<file path="config.mk">
export PLATFORM = sky130hd
export DESIGN_NAME = gpio_irq_port
export DESIGN_NICKNAME = d
export VERILOG_FILES = /design/src/rtl/gpio_irq_pkg.sv /design/src/rtl/gpio_irq_filter.sv /design/src/rtl/gpio_irq_regs.sv /design/src/rtl/gpio_irq_detect.sv /design/src/rtl/gpio_irq_port.sv
export SDC_FILE = /design/constraint.sdc
export NUM_CORES = 1
export LEC_CHECK = 0
export BUFFER_PORTS_ARGS = -buffer_cell sky130_fd_sc_hd__buf_2
export CORE_ASPECT_RATIO = 2
export CORE_MARGIN = 2
export CORE_UTILIZATION = 63
export DETAILED_ROUTE_END_ITERATION = 7
export PLACE_DENSITY_LB_ADDON = 0.08
export SKIP_LAST_GASP = 1
export SYNTH_ARGS = -nofsm -noshare
export SYNTH_HDL_FRONTEND = slang
export SYNTH_HIERARCHICAL = 1
export SYNTH_SLANG_ARGS = --single-unit
</file>
<file path="constraint.sdc">
create_clock -name clk -period 5.75 [get_ports clk]
set_input_delay 0.575 -clock clk [delete_from_list [all_inputs] [get_ports clk]]
set_output_delay 0.575 -clock clk [all_outputs]
set_load 0.01 [all_outputs]
</file>
<file path="src/rtl/gpio_irq_pkg.sv">
package gpio_irq_pkg;

    typedef enum logic [3:0] {
        RID_NONE,
        RID_DOUT,
        RID_DIR,
        RID_IEN,
        RID_IMASK,
        RID_ITYPE,
        RID_IPOL,
        RID_ISTAT,
        RID_DBEN,
        RID_EOI,
        RID_EXT
    } reg_id_e;

    // Offset decode; five interrupt registers move when alt is set.
    function automatic reg_id_e reg_lookup(input logic [7:0] off, input logic alt);
        reg_id_e id;
        case (off)
            8'h00:   id = RID_DOUT;
            8'h04:   id = RID_DIR;
            8'h30:   id = RID_IEN;
            8'h48:   id = RID_DBEN;
            8'h50:   id = RID_EXT;
            default: id = RID_NONE;
        endcase
        if (alt) begin
            case (off)
                8'h44:   id = RID_IMASK;
                8'h34:   id = RID_ITYPE;
                8'h38:   id = RID_IPOL;
                8'h3C:   id = RID_ISTAT;
                8'h40:   id = RID_EOI;
                default: ;
            endcase
        end else begin
            case (off)
                8'h34:   id = RID_IMASK;
                8'h38:   id = RID_ITYPE;
                8'h3C:   id = RID_IPOL;
                8'h40:   id = RID_ISTAT;
                8'h4C:   id = RID_EOI;
                default: ;
            endcase
        end
        return id;
    endfunction

endpackage

</file>
<file path="src/rtl/gpio_irq_filter.sv">
module gpio_irq_filter #(
    parameter int NPIN     = 32,
    parameter bit DEBOUNCE = 1'b1
) (
    input  logic            clk,
    input  logic            rst_n,
    input  logic [NPIN-1:0] pin_in,
    input  logic            db_tick,
    input  logic [NPIN-1:0] db_en,
    output logic [NPIN-1:0] pin_sync,
    output logic [NPIN-1:0] pin_eff
);

    typedef struct packed {
        logic [NPIN-1:0] s1;
        logic [NPIN-1:0] s2;
        logic [NPIN-1:0] smp;
        logic [NPIN-1:0] filt;
    } flt_t;

    flt_t st_d, st_q;

    always_comb begin
        st_d    = st_q;
        st_d.s1 = pin_in;
        st_d.s2 = st_q.s1;
        if (db_tick) begin
            st_d.smp = st_q.s2;
            for (int i = 0; i < NPIN; i++) begin
                if (st_q.s2[i] == st_q.smp[i]) begin
                    st_d.filt[i] = st_q.s2[i];
                end
            end
        end
    end

    always_ff @(posedge clk or negedge rst_n) begin
        if (!rst_n) begin
            st_q <= '0;
        end else begin
            st_q <= st_d;
        end
    end

    assign pin_sync = st_q.s2;

    generate
        if (DEBOUNCE) begin : g_db
            assign pin_eff = (db_en & st_q.filt) | (~db_en & st_q.s2);
        end else begin : g_nodb
            assign pin_eff = st_q.s2;
        end
    endgenerate

endmodule

</file>
<file path="src/rtl/gpio_irq_regs.sv">
module gpio_irq_regs
    import gpio_irq_pkg::*;
#(
    parameter int NPIN    = 32,
    parameter int AW      = 7,
    parameter bit ALT_MAP = 1'b0
) (
    input  logic            clk,
    input  logic            rst_n,
    input  logic            psel,
    input  logic            penable,
    input  logic            pwrite,
    input  logic [AW-1:0]   paddr,
    input  logic [NPIN-1:0] pwdata,
    output logic [NPIN-1:0] prdata,
    input  logic [NPIN-1:0] pin_sync,
    input  logic [NPIN-1:0] status,
    output logic [NPIN-1:0] dout,
    output logic [NPIN-1:0] dir,
    output logic [NPIN-1:0] ien,
    output logic [NPIN-1:0] imask,
    output logic [NPIN-1:0] itype,
    output logic [NPIN-1:0] ipol,
    output logic [NPIN-1:0] dben,
    output logic [NPIN-1:0] eoi
);

    typedef struct packed {
        logic [NPIN-1:0] dout;
        logic [NPIN-1:0] dir;
        logic [NPIN-1:0] ien;
        logic [NPIN-1:0] imask;
        logic [NPIN-1:0] itype;
        logic [NPIN-1:0] ipol;
        logic [NPIN-1:0] dben;
    } cfg_t;

    cfg_t            cfg_d, cfg_q;
    reg_id_e         rid;
    logic            wr_en;
    logic [NPIN-1:0] rd_val;

    assign rid   = reg_lookup(8'(paddr), ALT_MAP);
    assign wr_en = psel & penable & pwrite;

    always_comb begin
        cfg_d = cfg_q;
        eoi   = '0;
        if (wr_en) begin
            case (rid)
                RID_DOUT:  cfg_d.dout  = pwdata;
                RID_DIR:   cfg_d.dir   = pwdata;
                RID_IEN:   cfg_d.ien   = pwdata;
                RID_IMASK: cfg_d.imask = pwdata;
                RID_ITYPE: cfg_d.itype = pwdata;
                RID_IPOL:  cfg_d.ipol  = pwdata;
                RID_DBEN:  cfg_d.dben  = pwdata;
                RID_EOI:   eoi         = pwdata;
                default:   ;
            endcase
        end
    end

    always_comb begin
        case (rid)
            RID_DOUT:  rd_val = cfg_q.dout;
            RID_DIR:   rd_val = cfg_q.dir;
            RID_IEN:   rd_val = cfg_q.ien;
            RID_IMASK: rd_val = cfg_q.imask;
            RID_ITYPE: rd_val = cfg_q.itype;
            RID_IPOL:  rd_val = cfg_q.ipol;
            RID_DBEN:  rd_val = cfg_q.dben;
            RID_ISTAT: rd_val = status;
            RID_EXT:   rd_val = pin_sync;
            default:   rd_val = '0;
        endcase
    end

    always_ff @(posedge clk or negedge rst_n) begin
        if (!rst_n) begin
            cfg_q <= '0;
        end else begin
            cfg_q <= cfg_d;
        end
    end

    assign prdata = psel ? rd_val : '0;
    assign dout   = cfg_q.dout;
    assign dir    = cfg_q.dir;
    assign ien    = cfg_q.ien;
    assign imask  = cfg_q.imask;
    assign itype  = cfg_q.itype;
    assign ipol   = cfg_q.ipol;
    assign dben   = cfg_q.dben;

endmodule

</file>
<file path="src/rtl/gpio_irq_detect.sv">
module gpio_irq_detect #(
    parameter int NPIN = 32
) (
    input  logic            clk,
    input  logic            rst_n,
    input  logic [NPIN-1:0] pin_eff,
    input  logic [NPIN-1:0] ien,
    input  logic [NPIN-1:0] imask,
    input  logic [NPIN-1:0] itype,
    input  logic [NPIN-1:0] ipol,
    input  logic [NPIN-1:0] eoi,
    output logic [NPIN-1:0] edge_hit,
    output logic [NPIN-1:0] pend_q,
    output logic [NPIN-1:0] status
);

    typedef struct packed {
        logic [NPIN-1:0] prev;
        logic [NPIN-1:0] pend;
    } det_t;

    det_t            st_d, st_q;
    logic [NPIN-1:0] lvl_act;
    logic [NPIN-1:0] live;

    always_comb begin
        edge_hit  = (ipol & pin_eff & ~st_q.prev) | (~ipol & ~pin_eff & st_q.prev);
        lvl_act   = ~(pin_eff ^ ipol);
        st_d.prev = pin_eff;
        // A fresh edge outranks an acknowledge in the same cycle.
        st_d.pend = itype & ien & ((st_q.pend & ~eoi) | edge_hit);
        live      = (itype & st_q.pend) | (~itype & lvl_act);
        status    = ien & ~imask & live;
    end

    always_ff @(posedge clk or negedge rst_n) begin
        if (!rst_n) begin
            st_q <= '0;
        end else begin
            st_q <= st_d;
        end
    end

    assign pend_q = st_q.pend;

endmodule

</file>
<file path="src/rtl/gpio_irq_port.sv">
module gpio_irq_port #(
    parameter int NPIN     = 32,
    parameter int AW       = 7,
    parameter bit ALT_MAP  = 1'b0,
    parameter bit DEBOUNCE = 1'b1
) (
    input  logic            clk,
    input  logic            rst_n,
    input  logic            psel,
    input  logic            penable,
    input  logic            pwrite,
    input  logic [AW-1:0]   paddr,
    input  logic [NPIN-1:0] pwdata,
    output logic [NPIN-1:0] prdata,
    input  logic            db_tick,
    input  logic [NPIN-1:0] pin_in,
    output logic [NPIN-1:0] pin_out,
    output logic [NPIN-1:0] pin_oe,
    output logic            irq,
    output logic [NPIN-1:0] irq_vec
);

    logic [NPIN-1:0] ien, imask, itype, ipol, dben, eoi;
    logic [NPIN-1:0] pin_sync, pin_eff;
    logic [NPIN-1:0] edge_hit, pend_q, status;

    gpio_irq_regs #(
        .NPIN    (NPIN),
        .AW      (AW),
        .ALT_MAP (ALT_MAP)
    ) u_regs (
        .clk      (clk),
        .rst_n    (rst_n),
        .psel     (psel),
        .penable  (penable),
        .pwrite   (pwrite),
        .paddr    (paddr),
        .pwdata   (pwdata),
        .prdata   (prdata),
        .pin_sync (pin_sync),
        .status   (status),
        .dout     (pin_out),
        .dir      (pin_oe),
        .ien      (ien),
        .imask    (imask),
        .itype    (itype),
        .ipol     (ipol),
        .dben     (dben),
        .eoi      (eoi)
    );

    gpio_irq_filter #(
        .NPIN     (NPIN),
        .DEBOUNCE (DEBOUNCE)
    ) u_filter (
        .clk      (clk),
        .rst_n    (rst_n),
        .pin_in   (pin_in),
        .db_tick  (db_tick),
        .db_en    (dben),
        .pin_sync (pin_sync),
        .pin_eff  (pin_eff)
    );

    gpio_irq_detect #(
        .NPIN (NPIN)
    ) u_detect (
        .clk      (clk),
        .rst_n    (rst_n),
        .pin_eff  (pin_eff),
        .ien      (ien),
        .imask    (imask),
        .itype    (itype),
        .ipol     (ipol),
        .eoi      (eoi),
        .edge_hit (edge_hit),
        .pend_q   (pend_q),
        .status   (status)
    );

    assign irq_vec = status;
    assign irq     = |status;

endmodule

</file>
After elaboration in Yosys (flattened, before gate mapping)
Cells that the tools add are included.
Widths: inputs -> output; s select.
{"block": "classes", "n_addsub": 0, "mul": 0, "div": 0, "n_lt_le_gt_ge": 0, "eq_ne": 51, "shift": 0, "n_mux": 6, "n_bitwise": 28, "reduce_logical": 41}
{"operator": "$and 32x32->32", "n": 13}
{"operator": "$pmux 32 s9", "n": 1}
{"operator": "$not 32->32", "n": 8}
{"operator": "$or 32x32->32", "n": 4}
{"operator": "$mux 32", "n": 3}
{"operator": "$reduce_and 2->1", "n": 39}
{"operator": "$pmux 4 s5", "n": 2}
{"operator": "$eq 1x1->1", "n": 32}
{"operator": "$reduce_or 32->1", "n": 1}
{"operator": "$xor 32x32->32", "n": 1}
{"operator": "$eq 7x6->1 const B", "n": 4}
{"operator": "$eq 7x7->1 const B", "n": 4}
{"operator": "$eq 4x3->1 const B", "n": 4}
{"operator": "$eq 4x4->1 const B", "n": 3}
{"operator": "$eq 4x2->1 const B", "n": 2}
{"operator": "$eq 7x3->1 const B", "n": 1}
{"operator": "$logic_not 7->1", "n": 1}
{"operator": "$eq 4x1->1 const B", "n": 1}
{"operator": "$and 1x1->1", "n": 2}
{"block": "word_totals", "regBits": 416, "latch_bits": 0, "mem_bits_rw": 0, "rom_bits": 0, "inputBits": 77, "output_inout_bits": 129, "wordCells": 170, "mem_count": 0}

Logic depth before layout (Yosys ltp)
{"block": "depth", "depth_word": 10, "depth_mapped": 9, "ltp_nobuf": 9}

Modules after synthesis
The synthesis kept the hierarchy.
{"mod": "gpio_irq_regs", "instances": 1, "cells_per_inst": 889, "area_per_inst_um2": 11187.0, "seq_area_each_um2": 5605.4}
{"mod": "gpio_irq_filter", "instances": 1, "cells_per_inst": 333, "area_per_inst_um2": 5068.6, "seq_area_each_um2": 3203.1}
{"mod": "gpio_irq_detect", "instances": 1, "cells_per_inst": 448, "area_per_inst_um2": 4564.4, "seq_area_each_um2": 1601.5}
{"mod": "gpio_irq_port", "instances": 1, "cells_per_inst": 11, "area_per_inst_um2": 75.1, "seq_area_each_um2": 0.0}

Least setup slack after synthesis
Ideal clock, no wire load.
{"block": "synth_path", "kind": "register -> output", "from": "register u_regs.cfg_q, in the netlist u_regs/dben[25]", "to": "output prdata[25]", "arrival_time_ns": 2.120, "required_time_ns": 5.175, "path_slack_ns": 3.055, "path_stages_with_launch": 10, "path_buffers": 0, "cell_sequence": "dfrtp_1 mux2_2 inv_1 ha_1 or2_2 a21oi_1 mux2i_1 o21ai_0 a22oi_1 a21oi_1"}
{"block": "synth_between", "elab_chain_len": 10, "word_cells_on_any_way": 11, "cone_classes": "2 x mux; 9 x bitwise"}
{"element": "start, declared", "line": "gpio_irq_regs.sv:38", "source": "cfg_t cfg_d, cfg_q;"}
{"element": "start signal, assigned", "line": "gpio_irq_regs.sv:83", "source": "cfg_q <= cfg_d;"}
{"element": "$not 32->32", "line": "gpio_irq_filter.sv:49", "source": "assign pin_eff = (db_en & st_q.filt) | (~db_en & st_q.s2);"}
{"element": "$and 32x32->32", "line": "gpio_irq_filter.sv:49"}
{"element": "$or 32x32->32 *", "line": "gpio_irq_filter.sv:49"}
{"element": "named net pin_eff[25]", "line": "gpio_irq_port.sv:24", "source": "logic [NPIN-1:0] pin_sync, pin_eff;"}
{"element": "$xor 32x32->32 *", "line": "gpio_irq_detect.sv:28", "source": "lvl_act = ~(pin_eff ^ ipol);"}
{"element": "$not 32->32 *", "line": "gpio_irq_detect.sv:28"}
{"element": "$and 32x32->32 *", "line": "gpio_irq_detect.sv:32", "source": "live = (itype & st_q.pend) | (~itype & lvl_act);"}
{"element": "$or 32x32->32 *", "line": "gpio_irq_detect.sv:32"}
{"element": "$and 32x32->32 *", "line": "gpio_irq_detect.sv:33", "source": "status = ien & ~imask & live;"}
{"element": "named net irq_vec[25]", "line": "gpio_irq_port.sv:20", "source": "output logic [NPIN-1:0] irq_vec"}
{"element": "$pmux 32 s9 *", "line": "gpio_irq_regs.sv:65", "source": "case (rid)"}
{"element": "$mux 32 *", "line": "gpio_irq_regs.sv:87", "source": "assign prdata = psel ? rd_val : '0;"}
{"element": "end, declared", "line": "gpio_irq_port.sv:14", "source": "output logic [NPIN-1:0] prdata,"}
Mark *: on every way through the listed nets, which the timed path passes. The rest lies on a longest branch.

Final worst setup path
{"block": "layout_path", "from": "input paddr[2]", "to": "output prdata[29]"}
{"block": "layout_between", "elab_chain_len": 6, "word_cells_on_any_way": 23, "cone_classes": "18 x eq/ne; 4 x mux; 1 x reduce/logical"}
{"element": "start, declared", "line": "gpio_irq_port.sv:12", "source": "input logic [AW-1:0] paddr,"}
{"element": "$eq 7x7->1, or another cell as far along", "line": "gpio_irq_pkg.sv:20", "source": "case (off)"}
{"element": "$pmux 4 s5", "line": "gpio_irq_pkg.sv:20"}
{"element": "$pmux 4 s5 *", "line": "gpio_irq_pkg.sv:38", "source": "case (off)"}
{"element": "$eq 4x4->1, or another cell as far along", "line": "gpio_irq_regs.sv:65"}
{"element": "$pmux 32 s9 *", "line": "gpio_irq_regs.sv:65"}
{"element": "$mux 32 *", "line": "gpio_irq_regs.sv:87"}
Mark *: on every way between the ends. The rest lies on a longest branch, timed or not.

==> impl_results.md <==
* Synth-to-layout area growth at 11.1%
* Worst Setup Start Kind: input port
* Pre-antenna DRT Iters at 5
* Critical path arrival at 3.50 ns
* Final Hold Fails at 0
* Fillers at 2363
* Clk_lat worst skew at 0.56 ns
* Die Y-Extent at about 260 µm
* Clock root buffer: clkbuf_16
* Via density at 6.24
* Mapped Area at just over 20000 µm²
* # H-tree levels at 2
* GP Congestion at about 0.90
* Max-slew headroom at 14.4%
* Fin crit period at just over 4 ns
* Clk buf depth at 3
* Placeable Area at 32200 µm²
* Net Sw Frac at 24.3%
* Reg2reg start: u_regs/dben[24]$_DFFE_PN0P_
* Max Cap Viol at 0
* Buffers on Ports at 205
* Starting density of the core at 64.1%
* CTS clock-pin slew for the worst setup and hold paths at roughly 0.060 ns
* Commonest non-fill, non-tap cell in the layout: dfrtp_1
* Syn_nets at roughly 1800
* Critical Path Max Stage Delay at ~0.7 ns
* Clk pwr share at 40.9%
* Synth Instances at 1649
* Fmax at roughly 250 MHz
* CTS resizes at 0
* Peak VDD IR at approximately 0.28 mV
* Largest net degree at the start of global routing at ~120
* First-pass GRT wire length at 85700 µm
* Pleak at ~12 nW
* ANT nets after route at 0
* ANT cells at 0
* Share of post-route cells with drive strength above 1 at 34.4%
* Initial antenna violation count at 0
* Pwr dens at ~270 nW/µm²
* Setup crit end kind: output port
* Num rows at 93
* Worst hold slack at 0.0249 ns
* Psw at between 1.5 and 2 mW
* Die Area at 34300 µm²
* Tcrit/Tclk final at 70.9%
* GR Overflow Total at 0
* Max Slew Vio Count at 0
* Int Pwr at 4.76 mW
* Hold_buf cts at 0
* Number of global-route vias before repair at 14700
* Seq pwr share at 50.6%
* CP Max Fanout at 19
* # nets final at 1941
* CP max-delay cell: buf_2
* I/O pin count at roughly 210
* Detailed Place HPWL at 35800 µm
* Ys Warns at 6
* Worst-Margin Slew at 1.28 ns
* CP Cell Sequence: buf_2, nor3b_2, nand2_1, buf_4, nor2_1, a31oi_1, a31oi_1, buf_2
* Chip Width at 132 µm
* Worst setup startpoint: paddr[2]
* Overall Power at 6.29 mW
* Cts bufs inserted at 40
* Initial drt markers at about 1400
* Worst Setup Path Type: input port to output port
* WL per Instance at 24.8 µm
* Most frequent cells in the layout: dfrtp_1, mux2_2, buf_2
* HP Class: input port to asynchronous set/reset pin
* Unrepaired setup endpoints after global routing: no
* R2R setup slack at between 4 and 5 ns
* CTS tree: yes
* Postcts setup bufs at 0
* Setup violators final at 0
* CTS Sinks at about 420
* Total GRT Usage at 32.7%
* Worst Skew at 0.0182 ns
* Worst path required time at 5.18 ns
* Synthesized area per cell at approximately 13 µm²
* Final WL at 55900 µm
* Detailed-route via count at approximately 14000
* Combinational Power Share at 8.5%
* Setup TNS at 0 ns
* Outcome: finished, final reports clean
* Drc violations at 0
==> layer usage <==
metal / track usage, % / share of wire (%)
met3: 4.50 / 6.4
met2: 56.6 / 50
met5: 0 / 0
met4: 17.1 / 5.3
met1: 39.9 / 38
==> stage by stage <==
stage	instances	utilization (%)	setup slack [ns]	area (µm²)
after global routing	2252	71.2	1.72	22900
after global placement	2185	67.3	1.85	21700
after floorplan	1649	-	3.05	20700
after detailed placement	2185	67.3	1.81	21700
after CTS	2252	71.2	1.78	22900
final	2252	71.2	1.67	22900
==> state kept, by name (all words and copies together), names as in the netlist <==
name	cells
u_detect/pend_q	32
u_regs/dout	32
u_regs/ien	32
u_detect/st_q	32
u_regs/dir	32
u_regs/dben	32
u_regs/itype	32
u_filter/pin_sync	32
u_regs/ipol	32
u_filter/st_d	32
u_filter/st_q	64
u_regs/imask	32
==> critical path: cells and delay by family <==
family / cells / cell delay (ns)
AOI/OAI and AO/OA: 2 / 0.42
buffers and inverters: 3 / 1.39
and+or+nand+nor: 3 / 1.09
==> final cells by class <==
type                       count  area, µm²  share of cell area [%]
timing repair buffer         227       1230                    5.37
clock inverter                 6       68.8                   0.300
sequential                   416      10400                    45.4
tap                          427        534                    2.33
clock buffer                  61       1170                    5.10
inverter                      65        244                    1.06
multi-input combinational   1050       9290                    40.5
==> power by group through the flow <==
stage	Clock (mW)	Combinational, mW	Sequential [mW]
5_1_grt	2.72	0.575	3.20
6_report	2.57	0.531	3.18
2_1_floorplan	0	0.331	3.20
3_5_place_dp	0	0.528	3.23
3_3_place_gp	0	0.511	3.22
4_1_cts	2.62	0.531	3.18
==> path summary, 6_finish.rpt <==
path / to / cells past startpoint
min in group clk: u_filter/st_d[67]$_DFF_PN0_ / 1
max: prdata[29] / 8
min: u_filter/st_q[53]$_DFFE_PN0P_ / 1
max reg2reg: u_detect/pend_q[24]$_DFF_PN0_ / 4
max in group asynchronous: u_filter/pin_sync[5]$_DFF_PN0_ / 2
min reg2reg: u_filter/pin_sync[10]$_DFF_PN0_ / 0
Note: power is estimated with default switching activity, not from simulation.
